--- src/rtl/bist_pkg.sv ---
package bist_pkg;

    localparam int SIG_W = 16;
    // x^16 + x^14 + x^13 + x^11 + 1, Galois form feedback mask
    localparam logic [SIG_W-1:0] POLY_TAPS = 16'h6801;

    typedef logic [SIG_W-1:0] sig_t;

    typedef enum logic [2:0] {
        ST_IDLE,
        ST_RUN,
        ST_CHECK,
        ST_PASS,
        ST_FAIL
    } st_e;

    function automatic sig_t galois_step(sig_t s);
        sig_t fb;
        fb = s[SIG_W-1] ? POLY_TAPS : '0;
        return {s[SIG_W-2:0], 1'b0} ^ fb;
    endfunction

endpackage

--- src/rtl/bist_lfsr.sv ---
module bist_lfsr
    import bist_pkg::*;
#(
    parameter sig_t SEED = 16'hACE1
) (
    input  logic clk,
    input  logic rst,
    input  logic adv,
    output sig_t pat
);
    sig_t s_q;

    always_ff @(posedge clk) begin
        if (rst) begin
            s_q <= SEED;
        end else if (adv) begin
            s_q <= galois_step(s_q);
        end
    end

    assign pat = s_q;
endmodule

--- src/rtl/bist_misr.sv ---
module bist_misr
    import bist_pkg::*;
(
    input  logic clk,
    input  logic rst,
    input  logic adv,
    input  sig_t din,
    output sig_t sig
);
    sig_t s_q;

    always_ff @(posedge clk) begin
        if (rst) begin
            s_q <= '0;
        end else if (adv) begin
            s_q <= galois_step(s_q) ^ din;
        end
    end

    assign sig = s_q;
endmodule

--- src/rtl/bist_win_timer.sv ---
module bist_win_timer #(
    parameter int WINDOW = 1024
) (
    input  logic clk,
    input  logic rst,
    input  logic en,
    output logic last
);
    localparam int CNT_W = (WINDOW > 2) ? $clog2(WINDOW) : 1;
    localparam logic [CNT_W-1:0] CNT_MAX = CNT_W'(WINDOW - 1);

    logic [CNT_W-1:0] cnt_q;

    assign last = en && (cnt_q == CNT_MAX);

    always_ff @(posedge clk) begin
        if (rst) begin
            cnt_q <= '0;
        end else if (en) begin
            cnt_q <= last ? '0 : cnt_q + 1'b1;
        end
    end
endmodule

--- src/rtl/bist_sig_ctrl.sv ---
module bist_sig_ctrl
    import bist_pkg::*;
#(
    parameter int   WINDOW = 1024,
    parameter int   CP_N   = 4,
    parameter sig_t SEED   = 16'hACE1,
    parameter sig_t REF    = 16'h5A3C
) (
    input  logic        clk,
    input  logic        rst,
    input  logic        start_i,
    input  logic [15:0] cut_resp_i,
    output logic [15:0] pattern_o,
    output logic        done_o,
    output logic        pass_o,
    output logic        fail_o,
    output logic [2:0]  fail_idx_o
);
    localparam int CP_W  = (CP_N > 2) ? $clog2(CP_N) : 1;
    localparam int IDX_W = 3;
    localparam logic [CP_W-1:0] CP_LAST = CP_W'(CP_N - 1);

    st_e              state_q;
    logic [CP_W-1:0]  cp_q;
    logic [IDX_W-1:0] idx_q;
    logic             running;
    logic             win_last;
    sig_t             sig;
    sig_t             pat;
    logic             sig_ok;

    assign running = (state_q == ST_RUN);

    bist_lfsr #(.SEED(SEED)) u_gen (
        .clk (clk),
        .rst (rst),
        .adv (running),
        .pat (pat)
    );

    bist_misr u_sig (
        .clk (clk),
        .rst (rst),
        .adv (running),
        .din (cut_resp_i),
        .sig (sig)
    );

    bist_win_timer #(.WINDOW(WINDOW)) u_win (
        .clk  (clk),
        .rst  (rst),
        .en   (running),
        .last (win_last)
    );

    // one comparator against a constant, shared by every checkpoint
    assign sig_ok = (sig == REF);

    always_ff @(posedge clk) begin
        if (rst) begin
            state_q <= ST_IDLE;
            cp_q    <= '0;
            idx_q   <= '0;
        end else begin
            unique case (state_q)
                ST_IDLE:  if (start_i) state_q <= ST_RUN;
                ST_RUN:   if (win_last) state_q <= ST_CHECK;
                ST_CHECK: begin
                    if (!sig_ok) begin
                        state_q <= ST_FAIL;
                        idx_q   <= IDX_W'(cp_q) + 1'b1;
                    end else if (cp_q == CP_LAST) begin
                        state_q <= ST_PASS;
                    end else begin
                        cp_q    <= cp_q + 1'b1;
                        state_q <= ST_RUN;
                    end
                end
                ST_PASS:  state_q <= ST_PASS;
                ST_FAIL:  state_q <= ST_FAIL;
                default:  state_q <= ST_IDLE;
            endcase
        end
    end

    assign pattern_o  = pat;
    assign pass_o     = (state_q == ST_PASS);
    assign fail_o     = (state_q == ST_FAIL);
    assign done_o     = pass_o || fail_o;
    assign fail_idx_o = idx_q;
endmodule

--- config.mk ---
export PLATFORM = sky130hd
export DESIGN_NAME = bist_sig_ctrl
export DESIGN_NICKNAME = d
export VERILOG_FILES = /design/src/rtl/bist_pkg.sv /design/src/rtl/bist_lfsr.sv /design/src/rtl/bist_misr.sv /design/src/rtl/bist_win_timer.sv /design/src/rtl/bist_sig_ctrl.sv
export SDC_FILE = /design/constraint.sdc
export NUM_CORES = 1
export LEC_CHECK = 0
export ABC_AREA = 1
export BUFFER_PORTS_ARGS = -buffer_cell sky130_fd_sc_hd__clkbuf_2
export CAP_MARGIN = 20
export CORE_MARGIN = 4
export CORE_UTILIZATION = 54
export CTS_BUF_LIST = sky130_fd_sc_hd__clkbuf_16
export CTS_CLUSTER_SIZE = 24
export DETAILED_ROUTE_END_ITERATION = 8
export PLACE_DENSITY = 0.77
export SLEW_MARGIN = 40
export SYNTH_ARGS = -nofsm -noshare
export SYNTH_HDL_FRONTEND = slang
export SYNTH_SLANG_ARGS = --single-unit
--- constraint.sdc ---
create_clock -name clk -period 2.69 [get_ports clk]
set_input_delay 0.538 -clock clk [delete_from_list [all_inputs] [get_ports clk]]
set_output_delay 0.538 -clock clk [all_outputs]
set_load 0.005 [all_outputs]
* Yosys cells after proc, flatten, opt, wreduce, memory -nomap -nowiden
Cells that the tools add are included.
W data, S select, Z words.
** Word-level totals
- Input port bits :: 19
- Logic and storage cells :: 37
- Memory bits (read-only) :: 0
- Output and inout port bits :: 22
- Register bits :: 50
- Memories kept :: 0
- RAM bits :: 0
- Latch bits :: 0
** Cells by class
- Shifts and indexed selects :: 0
- Reductions and logical operators :: 6
- Muxes and demuxes :: 8
- Order comparisons :: 0
- Divide/modulo/power cells :: 0
- Equal/unequal tests :: 9
- Bitwise operators :: 5
- Add/subtract/negate cells :: 3
- Multiply operators :: 0
** Operators by type and width (count)
- $xor A16 B16 Y16 :: 3
- $mux W15 :: 2
- $eq A16 B15 Y1 const B :: 1
- $pmux W3 S5 :: 1
- $add A10 B1 Y10 const B :: 1
- $eq A10 B10 Y1 const B :: 1
- $mux W10 :: 1
- $mux W3 :: 3
- $eq A3 B2 Y1 const B :: 2
- $ne A2 B2 Y1 const B :: 2
- $reduce_and A2 Y1 :: 2
- $add A2 B1 Y3 const B :: 1
- $eq A3 B1 Y1 const B :: 1
- $eq A3 B3 Y1 const B :: 1
- $logic_not A3 Y1 :: 1
- $reduce_and A3 Y1 :: 1
- $add A2 B1 Y2 const B :: 1
- $eq A2 B2 Y1 const B :: 1
- $mux W2 :: 1
- $not A1 Y1 :: 2
- $logic_and A1 B1 Y1 :: 1
- $logic_or A1 B1 Y1 :: 1

* Longest topological paths before layout
Gate-level depths: netlist (run 1).
- Depth after elaboration :: 4
- Gate-level depth with buffers :: 8
- Gate-level depth less buffers :: 8

* Hierarchy
From an unflattened synthesis (run 1), not the netlist that was laid out.
** Unflattened totals
- Cells, all modules :: 380
- Area total of the unflattened synthesis :: 2603.7 um2
** By module, submodules not included
- bist_misr :: times used 1, cells each 120, seq. area each 320.3 um2, area each 845.8 um2
- bist_lfsr :: times used 1, cells each 80, seq. area each 320.3 um2, area each 636.9 um2
- bist_sig_ctrl :: times used 1, cells each 100, seq. area each 160.2 um2, area each 575.6 um2
- bist_win_timer :: times used 1, cells each 80, seq. area each 200.2 um2, area each 545.5 um2

* Least setup slack after synthesis (run 1)
No wires, ideal clock.
- Path type :: input -> register
- Start :: input port rst
- End :: register u_gen.s_q[10] (netlist: u_gen.pat[10])
- Buffers on the path :: 3
- Setup time :: 0.138 ns
- Data required time :: 2.552 ns
- Data arrival time :: 1.290 ns
- Stages on the path :: 5
- Slack :: 1.262 ns
- Cell sequence :: buf_2 -> inv_1 -> buf_2 -> clkbuf_1 -> o211ai_1
** RTL lines
- start: declaration :: line bist_sig_ctrl.sv:10 : input logic rst,
- end signal: assignment :: line bist_lfsr.sv:17 : s_q <= galois_step(s_q);
- end: declaration :: line bist_lfsr.sv:11 : sig_t s_q;
No word-level cell between the ends.

* Worst setup path after layout (run 1)
- Start :: register state_q[1]
- End :: output port done_o
** On the way
- Word-level cells in the longest chain between the ends :: 2
- Elaborated cells between the ends (all ways) :: 3
- Those cells by class :: eq/ne: 2; reduce/logical: 1
** Ends and longest elaborated chain
- start: declaration :: line bist_sig_ctrl.sv:23 : st_e state_q;
- start signal: assignment :: line bist_sig_ctrl.sv:61 : state_q <= ST_IDLE;
- start signal: assignment :: line bist_sig_ctrl.sv:66 : ST_IDLE: if (start_i) state_q <= ST_RUN;
- start signal: assignment :: line bist_sig_ctrl.sv:67 : ST_RUN: if (win_last) state_q <= ST_CHECK;
- $eq A3 B2 Y1 or $eq A3 B3 Y1 (tied branches) :: line bist_sig_ctrl.sv:87, bist_sig_ctrl.sv:88
- $logic_or A1 B1 Y1 (*) :: line bist_sig_ctrl.sv:89 : assign done_o = pass_o || fail_o;
- end: declaration :: line bist_sig_ctrl.sv:14 : output logic done_o,
Mark *: on every way between the ends. The rest lies on a longest branch, timed or not.

==> results of run 1 <==
-- through the flow --
stage | instances | worst slack (ps) | util, % | hold WS, ps | instance area (µm²)
2_1_floorplan | 323 | 1260 | - | 459 | 2320
3_3_place_gp | 402 | 890 | 62.2 | 461 | 2540
3_5_place_dp | 402 | 860 | 62.2 | 464 | 2540
4_1_cts | 409 | 944 | 65.5 | 473 | 2680
5_1_grt | 409 | 840 | 65.5 | 507 | 2680
6_report | 409 | 953 | 65.5 | 470 | 2680
-- metal layers --
layer	vias up	GRT usage [%]	part of all wire, %
li1	1085	-	-
met1	922	22.3	47
met2	33	32.8	47
met3	8	4.79	4.3
met4	0	7.65	1.6
met5	-	0	0
-- cells by family (layout without fill, tap and decap cells) --
group           count (synthesis)  in the layout  share of synthesized area [%]
compound gates                 55             55                           12.5
xor+xnor                       25             25                           9.44
fa+ha+maj                       2              2                           1.08
buf+inv                        48             84                           8.04
flops                          50             50                           43.1
simple gates                  143            143                           25.8
-- layout make-up --
| cell class | count | area share [%] |
|---|---|---|
| Multi-Input combinational cell | 225 | 42.3 |
| Clock buffer | 5 | 4.68 |
| Inverter | 35 | 4.91 |
| Tap cell | 50 | 2.34 |
| Clock inverter | 2 | 0.281 |
| Sequential cell | 50 | 37.4 |
| Timing Repair Buffer | 42 | 8.04 |
-- worst max-delay path, cell delays in order, from the launching register on --
cell and delay [ps]:
dfxtp_1 350, nor2_1 140, inv_1 70, nor2_1 120, inv_1 70, nand2_1 60, clkbuf_2 100
-- power by group through the flow --
stage                     Combinational [mW]  Clock, mW  Sequential [mW]
final                                  0.382      0.581            0.912
after global placement                 0.376          0            0.925
after CTS                              0.385      0.599            0.912
after detailed placement               0.382          0            0.927
after floorplan                        0.278          0            0.912
after global routing                   0.440      0.624            0.925
-- cells in the final DEF (no fill, tap or decap) --
| master | netlist | routed |
|---|---|---|
| a21boi_2 | 1 | 1 |
| a21oi_1 | 25 | 25 |
| a31oi_1 | 1 | 1 |
| buf_4 | 0 | 2 |
| clkbuf_16 | 0 | 5 |
| clkbuf_2 | 0 | 40 |
| dfxtp_1 | 50 | 50 |
| ha_1 | 2 | 2 |
| inv_1 | 33 | 35 |
| inv_2 | 2 | 2 |
| nand2_1 | 65 | 65 |
| nand3_1 | 16 | 16 |
| nand3b_1 | 1 | 1 |
| nand4_1 | 6 | 6 |
| nor2_1 | 52 | 52 |
| nor2_4 | 1 | 1 |
| nor3_4 | 1 | 1 |
| o211ai_1 | 2 | 2 |
| o21ai_0 | 25 | 25 |
| o21bai_1 | 1 | 1 |
| or2_2 | 1 | 1 |
| xnor2_1 | 5 | 5 |
| xor2_1 | 20 | 20 |
-- final timing paths --
path	startpoint	end	slack (ps)	depth (start not counted)
worst min register to register	u_gen.pat[4]$_SDFFE_PP0P_	u_gen.pat[4]$_SDFFE_PP0P_	470	2
worst min-delay path	u_gen.pat[4]$_SDFFE_PP0P_	u_gen.pat[4]$_SDFFE_PP0P_	470	2
worst max register to register	u_win.cnt_q[0]$_SDFFE_PP0P_	u_win.cnt_q[3]$_SDFFE_PP0P_	1160	8
worst max-delay path	state_q[1]$_SDFFE_PP0P_	done_o	950	6
-- state kept, by name, summed over array words and instances (netlist names) --
name	count
u_gen.pat	16
u_sig.sig	16
u_win.cnt_q	10
fail_idx_o	3
state_q	3
cp_q	2
==> run metrics, run 1 <==
Internal=about 1.3 mW; Clock power frac=a little under a third; max cap viols=0; dominant synthesized flop cell=dfxtp_1; total power=1.88 mW; P_leak=around 1.2 nW; Placer Congestion=about 0.8; final hold violation count=0; drt first pass iters=4; Port Buffer Count=40; Post-CTS Setup Inserts=0; CTS H-tree lvls=2; Distinct cells, synth=22; routed via count=around 2000; gr usage total=roughly a fifth; most frequent cell after synthesis=nand2_1; Synth area leader=dfxtp_1; post-synth top area share=about 43%; nets=380; DRT antenna net count=0; root buffer cell=clkbuf_16; sequential power share=slightly below 50%; setup_tns=0 ps; Crit Path Category=reg2out; Max Transition Viols Final=0; hold buffer count at cts=0; Critical Path AT=1200 ps; synth top area cells=dfxtp_1 (43%), nand2_1 (11%), nor2_1 (8.4%); Net Sw Power=556 µW; yosys warns=0; total congestion overflow=0; clock tree buffer depth=2; # IOs=41; Synth Area per Inst=7.18 µm²; maximum vdd ir drop=between 300 and 400 µV; CTS buffer count=5; fin crit share=between 60% and 70%; # diodes=0; CP max FO=4; sequential fraction of the synthesis area=between 40 and 50%; CTS tree=built; post-cts resize count=0; setup violators final=0; sw frac=about 30%; worst-skew pair later-pin latency=approximately 280 ps; core area=~4000 µm²; Final min period=1740 ps; Site Rows=23; initial antenna violation count=0; layout cells sized above 1=between 10% and 20%; Slew HR=~49%; Combinational Power Share=about a fifth; area of the multi-input gates=between 1000 and 1500 µm²; startpoint types=flip-flop; number of fill cells=between 300 and 400; mapped cell area=2320 µm²; Syn Inst Count=~320; FFs w/ async S/R, synth=0%; DRC Markers=0; min-delay worst type=reg2reg; measured slew at the worst slew-check pin=just under 800 ps; FF/Latch Area=roughly 1000 µm²; Die Height=roughly 74 µm; WL final=4680 µm; skew final=around 4.1 ps; DRT iter0 DRCs=78; status=finished, final reports clean; synthesis-to-finish area growth=15.3%; die area=~5400 µm²; largest net degree at the start of global routing=53; top cells by count, synth=nand2_1 (65), nor2_1 (52), dfxtp_1 (50); crit end category=primary output; Synth Register Bits=50; clock slew at reported path FFs=60 ps; fmax=0.576 GHz; EDFF count, synth=0; via density per instance=~5.0; routed len/inst=around 11 µm; number of global-route vias before repair=slightly below 2000; Data required, critical path=between 2000 and 2500 ps; Initial Util=56.8%; RSZ-0062 raised after global routing=false; power density cells=between 700 and 800 nW/µm²; dpl hpwl=3310 µm; Die Width=73.5 µm; first-pass GRT wire length=roughly 8000 µm; Sinks on Clock Net=50; Synthesized Nets=344
(Power assumes the default switching activity.)
==> run 2: changes to the inputs <==
==> constraint.sdc (replaced) <==
create_clock -name clk -period 1.7 [get_ports clk]
set_input_delay 0.34 -clock clk [delete_from_list [all_inputs] [get_ports clk]]
set_output_delay 0.34 -clock clk [all_outputs]
set_load 0.005 [all_outputs]
==> run 2 against run 1 <==
Non-clock buffer count up 5. Die area unchanged. Register-to-register slack lost 970 ps. Clock skew fell by 1.3 ps. Wire length rose by 2.0%. Total power up 60%. Utilization increased by 1.0 points. Critical path depth stayed put. Sequential power grew 58%. Count of clock-buffer cells in the layout unchanged. Via count increased by 1.1%. Critical path type unchanged. Largest power group unchanged. Highest routed layer unchanged.
==> run metrics, run 2 (same netlist as run 1, synthesis figures left out) <==
status=finished, final reports clean (unchanged); CP max-delay cell=dfxtp_1 (unchanged); CP max FO=4 (unchanged); initial antenna violation count=0 (unchanged); power density cells=1100 nW/µm² (was 701 nW/µm²); max cap viols=0 (unchanged); Critical Path AT=1210 ps (was 1200 ps); Slew HR=74.1% (was 48.7%); total congestion overflow=0 (unchanged); design area=2720 µm² (was 2680 µm²); P_leak=1.25 nW (was 1.24 nW); routed len/inst=11.5 µm (was 11.4 µm); root buffer cell=clkbuf_16 (unchanged); reg2reg path depth=8 (unchanged); first-pass GRT wire length=8000 µm (was 8110 µm); DRT iter0 DRCs=54 (was 78); Buf/Inv on CP=3 (unchanged); hold buffer count at cts=0 (unchanged); Site Rows=23 (unchanged); nets=385 (was 380); die area=5410 µm² (unchanged); Post-Layout Cell Count=415 (was 409); fin crit share=between 90% and 100%; CTS H-tree lvls=2 (unchanged); Initial Util=56.8% (unchanged); min-delay worst type=in2reg (was reg2reg); clock tree buffer depth=2 (unchanged); Die Height=73.5 µm (unchanged); Post-CTS Setup Inserts=0 (unchanged); measured slew at the worst slew-check pin=389 ps (was 768 ps); # diodes=0 (unchanged); Port Buffer Count=40 (unchanged); final hold violation count=0 (unchanged); Sinks on Clock Net=50 (unchanged); routed via count=2070 (was 2048); gr usage total=19.0% (about the same); WHS=318 ps (was 470 ps); crit end category=primary output (unchanged); CTS buffer count=5 (unchanged); # IOs=41 (unchanged); most frequent cells in the layout=nand2_1 (65), nor2_1 (52), dfxtp_1 (50), clkbuf_2 (40), inv_1 (33) (was nand2_1 (65), nor2_1 (52), dfxtp_1 (50), clkbuf_2 (40), inv_1 (35)); WL met3=232 µm (was 202 µm); Hold Path End=u_sig.sig[4]$_SDFFE_PP0P_ (was u_gen.pat[4]$_SDFFE_PP0P_); worst reg2reg startpoint=u_win.cnt_q[1]$_SDFFE_PP0P_ (was u_win.cnt_q[0]$_SDFFE_PP0P_); CTS tree=built (unchanged); Crit Path Category=reg2out (unchanged); layout cells sized above 1=15.9% (was 14.8%); Met2 Routed Length=2290 µm (was 2200 µm); crit-path cells=nor2_1 > inv_1 > nor2_1 > inv_1 > nand2_1 > clkbuf_2 (unchanged); synthesis-to-finish area growth=17.1% (was 15.3%); skew final=2.75 ps (was 4.09 ps); Die Width=73.5 µm (unchanged); dpl hpwl=3440 µm (was 3310 µm); most common cell after layout, fill and taps aside=nand2_1 (unchanged); maximum vdd ir drop=622 µV (was 373 µV); largest net degree at the start of global routing=45 (was 53); delay-heaviest family, CP=flip-flops (unchanged); Max Transition Viols Final=0 (unchanged); via density per instance=4.99 (was 5.01); number of global-route vias before repair=1898 (was 1949); placed cell areas=2580 µm² (was 2540 µm²); Final min period=roughly 1500 ps; RSZ-0062 raised after global routing=false (unchanged); R2R Path End=u_win.cnt_q[3]$_SDFFE_PP0P_ (unchanged); DRC Markers=0 (unchanged); WL final=4780 µm (was 4680 µm); uppermost layer routed=met4 (unchanged); Data required, critical path=1360 ps (was 2150 ps); startpoint types=flip-flop (unchanged); core area=4090 µm² (unchanged); Hold Startpoint=rst (was u_gen.pat[4]$_SDFFE_PP0P_); fmax=between 0.6 and 0.7 GHz; largest stage delay on the critical path=350 ps (about the same); DRT antenna net count=0 (unchanged); FF-to-FF setup slack=190 ps (was 1160 ps); setup_tns=0 ps (unchanged); setup violators final=0 (unchanged); M1 wire length=2190 µm (was 2210 µm); Placer Congestion=0.830 (was 0.799); clock slew at reported path FFs=60 ps (about the same); drt first pass iters=5 (was 4); hold path cells=2 (unchanged); DP Cell Count=407 (was 402); post-cts resize count=0 (unchanged); worst-skew pair later-pin latency=290 ps (was 280 ps)
-- run 2: worst register-to-register path: cells and delay by family, from the launching register on --
family,cells,cell delay (ps)
simple gates,5,560
flops,1,380
fa+ha+maj,1,190
compound gates,1,140
buf+inv,1,120
-- run 2: per-stage QoR --
| step | power [mW] | utilization (%) | worst slack, ps |
|---|---|---|---|
| CTS | 3.03 | 66.5 | 133 |
| finish | 3.00 | 66.5 | 152 |
| global route | 3.19 | 66.5 | 34.3 |
| detailed placement | 2.08 | 63.1 | 258 |
| global placement | 2.07 | 63.1 | 292 |
| floorplan | 1.88 | - | 426 |
-- run 2: routing by layer --
layer,vias up,global-route usage [%]
met5,-,0
met4,0,6.04
met3,7,5.20
met2,39,32.4
met1,922,23.0
li1,1102,-
-- run 2: how the worst max path moves through the flow --
stage                                startpoint                     endpoint  slack (ps)  depth (start not counted)
floorplan           u_win.cnt_q[0]$_SDFFE_PP0P_  u_win.cnt_q[3]$_SDFFE_PP0P_         430                          8
global placement        state_q[0]$_SDFFE_PP0P_  u_win.cnt_q[3]$_SDFFE_PP0P_         290                          8
detailed placement  u_win.cnt_q[1]$_SDFFE_PP0P_  u_win.cnt_q[5]$_SDFFE_PP0P_         260                          8
CTS                     state_q[0]$_SDFFE_PP0P_                       done_o         130                          6
global route            state_q[0]$_SDFFE_PP0P_                       done_o          30                          6
finish                  state_q[1]$_SDFFE_PP0P_                       done_o         150                          6
-- run 2: power by group --
part | switching [mW] | leakage [nW] | internal [mW]
combinational | 0.358 | 0.779 | 0.258
sequential | 0.127 | 0.410 | 1.31
clock | 0.412 | 0.0663 | 0.530
-- run 2: area by class of cell --
class | instances | area [µm²]
multi-input combinational | 225 | 1130
sequential | 50 | 1000
inverter | 35 | 131
fill | 361 | 1370
clock buffer | 5 | 125
timing repair buffer | 47 | 253
clock inverter | 3 | 11.3
tap | 50 | 62.6
==> run 3: changes to the inputs <==
--- a/config.mk
+++ b/config.mk
@@ -13,7 +13,8 @@
 export CTS_BUF_LIST = sky130_fd_sc_hd__clkbuf_16
 export CTS_CLUSTER_SIZE = 24
 export DETAILED_ROUTE_END_ITERATION = 8
-export PLACE_DENSITY = 0.77
+export PLACE_DENSITY = 0.83
+export SETUP_SLACK_MARGIN = 0.5
 export SLEW_MARGIN = 40
 export SYNTH_ARGS = -nofsm -noshare
 export SYNTH_HDL_FRONTEND = slang
==> run 3 against run 2 <==
Design area increased by 36%. Via count increased by 31%. Utilization increased by 24 points. Worst hold slack improved by 27 ps. Fmax decreased by 1.9%.
==> run metrics, run 3 (same netlist as run 1, synthesis figures left out) <==
status=finished, final reports clean (unchanged); worst-skew pair later-pin latency=300 ps (was 290 ps); Slew HR=77.1% (was 74.1%); largest net degree at the start of global routing=23 (was 45); min-delay worst type=in2reg (unchanged); Sinks on Clock Net=50 (unchanged); Site Rows=23 (unchanged); delay-heaviest family, CP=simple AND/OR/NAND/NOR gates (was flip-flops); startpoint types=flip-flop (unchanged); CP max-delay cell=dfxtp_4 (was dfxtp_1); routed len/inst=21.3 µm (was 11.5 µm); DRT antenna net count=0 (unchanged); CTS tree=built (unchanged); Data required, critical path=1900 ps (was 1360 ps); first-pass GRT wire length=12800 µm (was 8000 µm); CTS buffer count=5 (unchanged); setup violators final=0 (unchanged); Buf/Inv on CP=2 (was 3); RSZ-0062 raised after global routing=true (was false); Final min period=1580 ps (was 1550 ps); Port Buffer Count=40 (unchanged); fin crit share=92.8% (was 91.1%); dpl ws=242 ps (was 258 ps); gr usage total=32.1% (was 19.0%); FF/Latch Area=1030 µm² (was 1000 µm²); DRT iter0 DRCs=237 (was 54); placed cell areas=2590 µm² (was 2580 µm²); crit end category=flip-flop (was primary output); Crit Path Category=reg2reg (was reg2out); total power=3.85 mW (was 3.00 mW); core area=4090 µm² (unchanged); routed via count=2718 (was 2070); WL final=9540 µm (was 4780 µm); design area=3700 µm² (was 2720 µm²); most common cell after layout, fill and taps aside=nand2_1 (unchanged); measured slew at the worst slew-check pin=343 ps (was 389 ps); clock slew at reported path FFs=60 ps (about the same); Critical Path AT=1780 ps (was 1210 ps); Max Transition Viols Final=0 (unchanged); power density cells=1040 nW/µm² (was 1100 nW/µm²); root buffer cell=clkbuf_16 (unchanged); initial antenna violation count=0 (unchanged); maximum vdd ir drop=973 µV (was 622 µV); crit-path cells=buf_12 > nor3_4 > bufinv_16 > nor2_4 > nand4_1 > nand2_2 > nor2_2 (was nor2_1 > inv_1 > nor2_1 > inv_1 > nand2_1 > clkbuf_2); layout cells sized above 1=53.3% (was 15.9%); drt first pass iters=5 (unchanged); nets=420 (was 385); DP Cell Count=405 (was 407); setup_tns=0 ps (unchanged); Post-Layout Cell Count=448 (was 415); Die Height=73.5 µm (unchanged); fmax=0.634 GHz (was 0.646 GHz); synthesis-to-finish area growth=59.5% (was 17.1%); total congestion overflow=0 (unchanged); CP max FO=5 (was 4); most frequent cells in the layout=nand2_1 (40), clkbuf_2 (38), nor2_1 (32), dfxtp_1 (31), inv_1 (26) (was nand2_1 (65), nor2_1 (52), dfxtp_1 (50), clkbuf_2 (40), inv_1 (33)); Placer Congestion=0.838 (was 0.830); P_leak=1.59 nW (was 1.25 nW); number of fill cells=168 (was 361); via density per instance=6.07 (was 4.99); die area=5410 µm² (unchanged); area of the multi-input gates=1630 µm² (was 1130 µm²); number of global-route vias before repair=2695 (was 1898); dpl hpwl=3580 µm (was 3440 µm); clock tree buffer depth=2 (unchanged); max cap viols=0 (unchanged); DRC Markers=0 (unchanged); Worst Slack Setup Final=122 ps (was 152 ps); # IOs=41 (unchanged); Initial Util=56.8% (unchanged); Die Width=73.5 µm (unchanged); # diodes=0 (unchanged); final hold violation count=0 (unchanged); largest stage delay on the critical path=360 ps (was 350 ps); skew final=5.06 ps (was 2.75 ps); CTS H-tree lvls=2 (unchanged)
==> run 3: power by group <==
group	total [mW]	switching [mW]	internal (mW)
sequential	1.51	0.187	1.33
clock	0.965	0.440	0.525
combinational	1.37	0.731	0.640
==> run 3: worst paths after layout <==
| kind | startpoint | endpoint | slack, ps | cells past startpoint |
|---|---|---|---|---|
| worst min register to register | u_gen.pat[7]$_SDFFE_PP1P_ | u_gen.pat[7]$_SDFFE_PP1P_ | 490 | 2 |
| worst max register to register | state_q[1]$_SDFFE_PP0P_ | u_win.cnt_q[9]$_SDFFE_PP0P_ | 120 | 7 |
| worst min-delay path | cut_resp_i[3] | u_sig.sig[3]$_SDFFE_PP0P_ | 340 | 4 |
| worst max-delay path | state_q[1]$_SDFFE_PP0P_ | u_win.cnt_q[9]$_SDFFE_PP0P_ | 120 | 7 |
==> run 3: tightest hold or removal path, cell delays in order <==
cell,delay (ps)
clkbuf_2,80
xor2_1,70
nand2_2,70
a21oi_2,40
==> run 3: layer usage <==
layer  vias up  global-route usage (%)  part of all wire [%]
met5         -                       0                     0
met4         0                    24.7                   7.3
met3        66                    7.80                   7.1
met2       192                    54.7                    49
met1      1283                    33.6                    36
li1       1177                       -                     -
==> run 3: area by class of cell <==
| type | count | share of cell area (%) |
|---|---|---|
| clock buffer | 5 | 3.38 |
| clock inverter | 1 | 0.101 |
| inverter | 35 | 4.39 |
| multi-input combinational | 225 | 44.2 |
| sequential | 50 | 28.0 |
| tap | 50 | 1.69 |
| timing repair buffer | 79 | 17.5 |
| timing repair inverter | 3 | 0.845 |
==> run 3: per-stage QoR <==
| step | hold WS [ps] | utilization, % |
|---|---|---|
| 2_1_floorplan | 459 | - |
| 3_3_place_gp | 464 | 63.5 |
| 3_5_place_dp | 475 | 63.5 |
| 4_1_cts | 349 | 82.9 |
| 5_1_grt | 365 | 90.6 |
| 6_report | 345 | 90.6 |
==> run 3: repair_timing <==
action                     CTS  global route
pin swaps                   34            34
resized for setup          127            72
cloned                       6             0
setup endpoints to repair   54            58
hold buffers                 0             0
buffers inserted            20            11
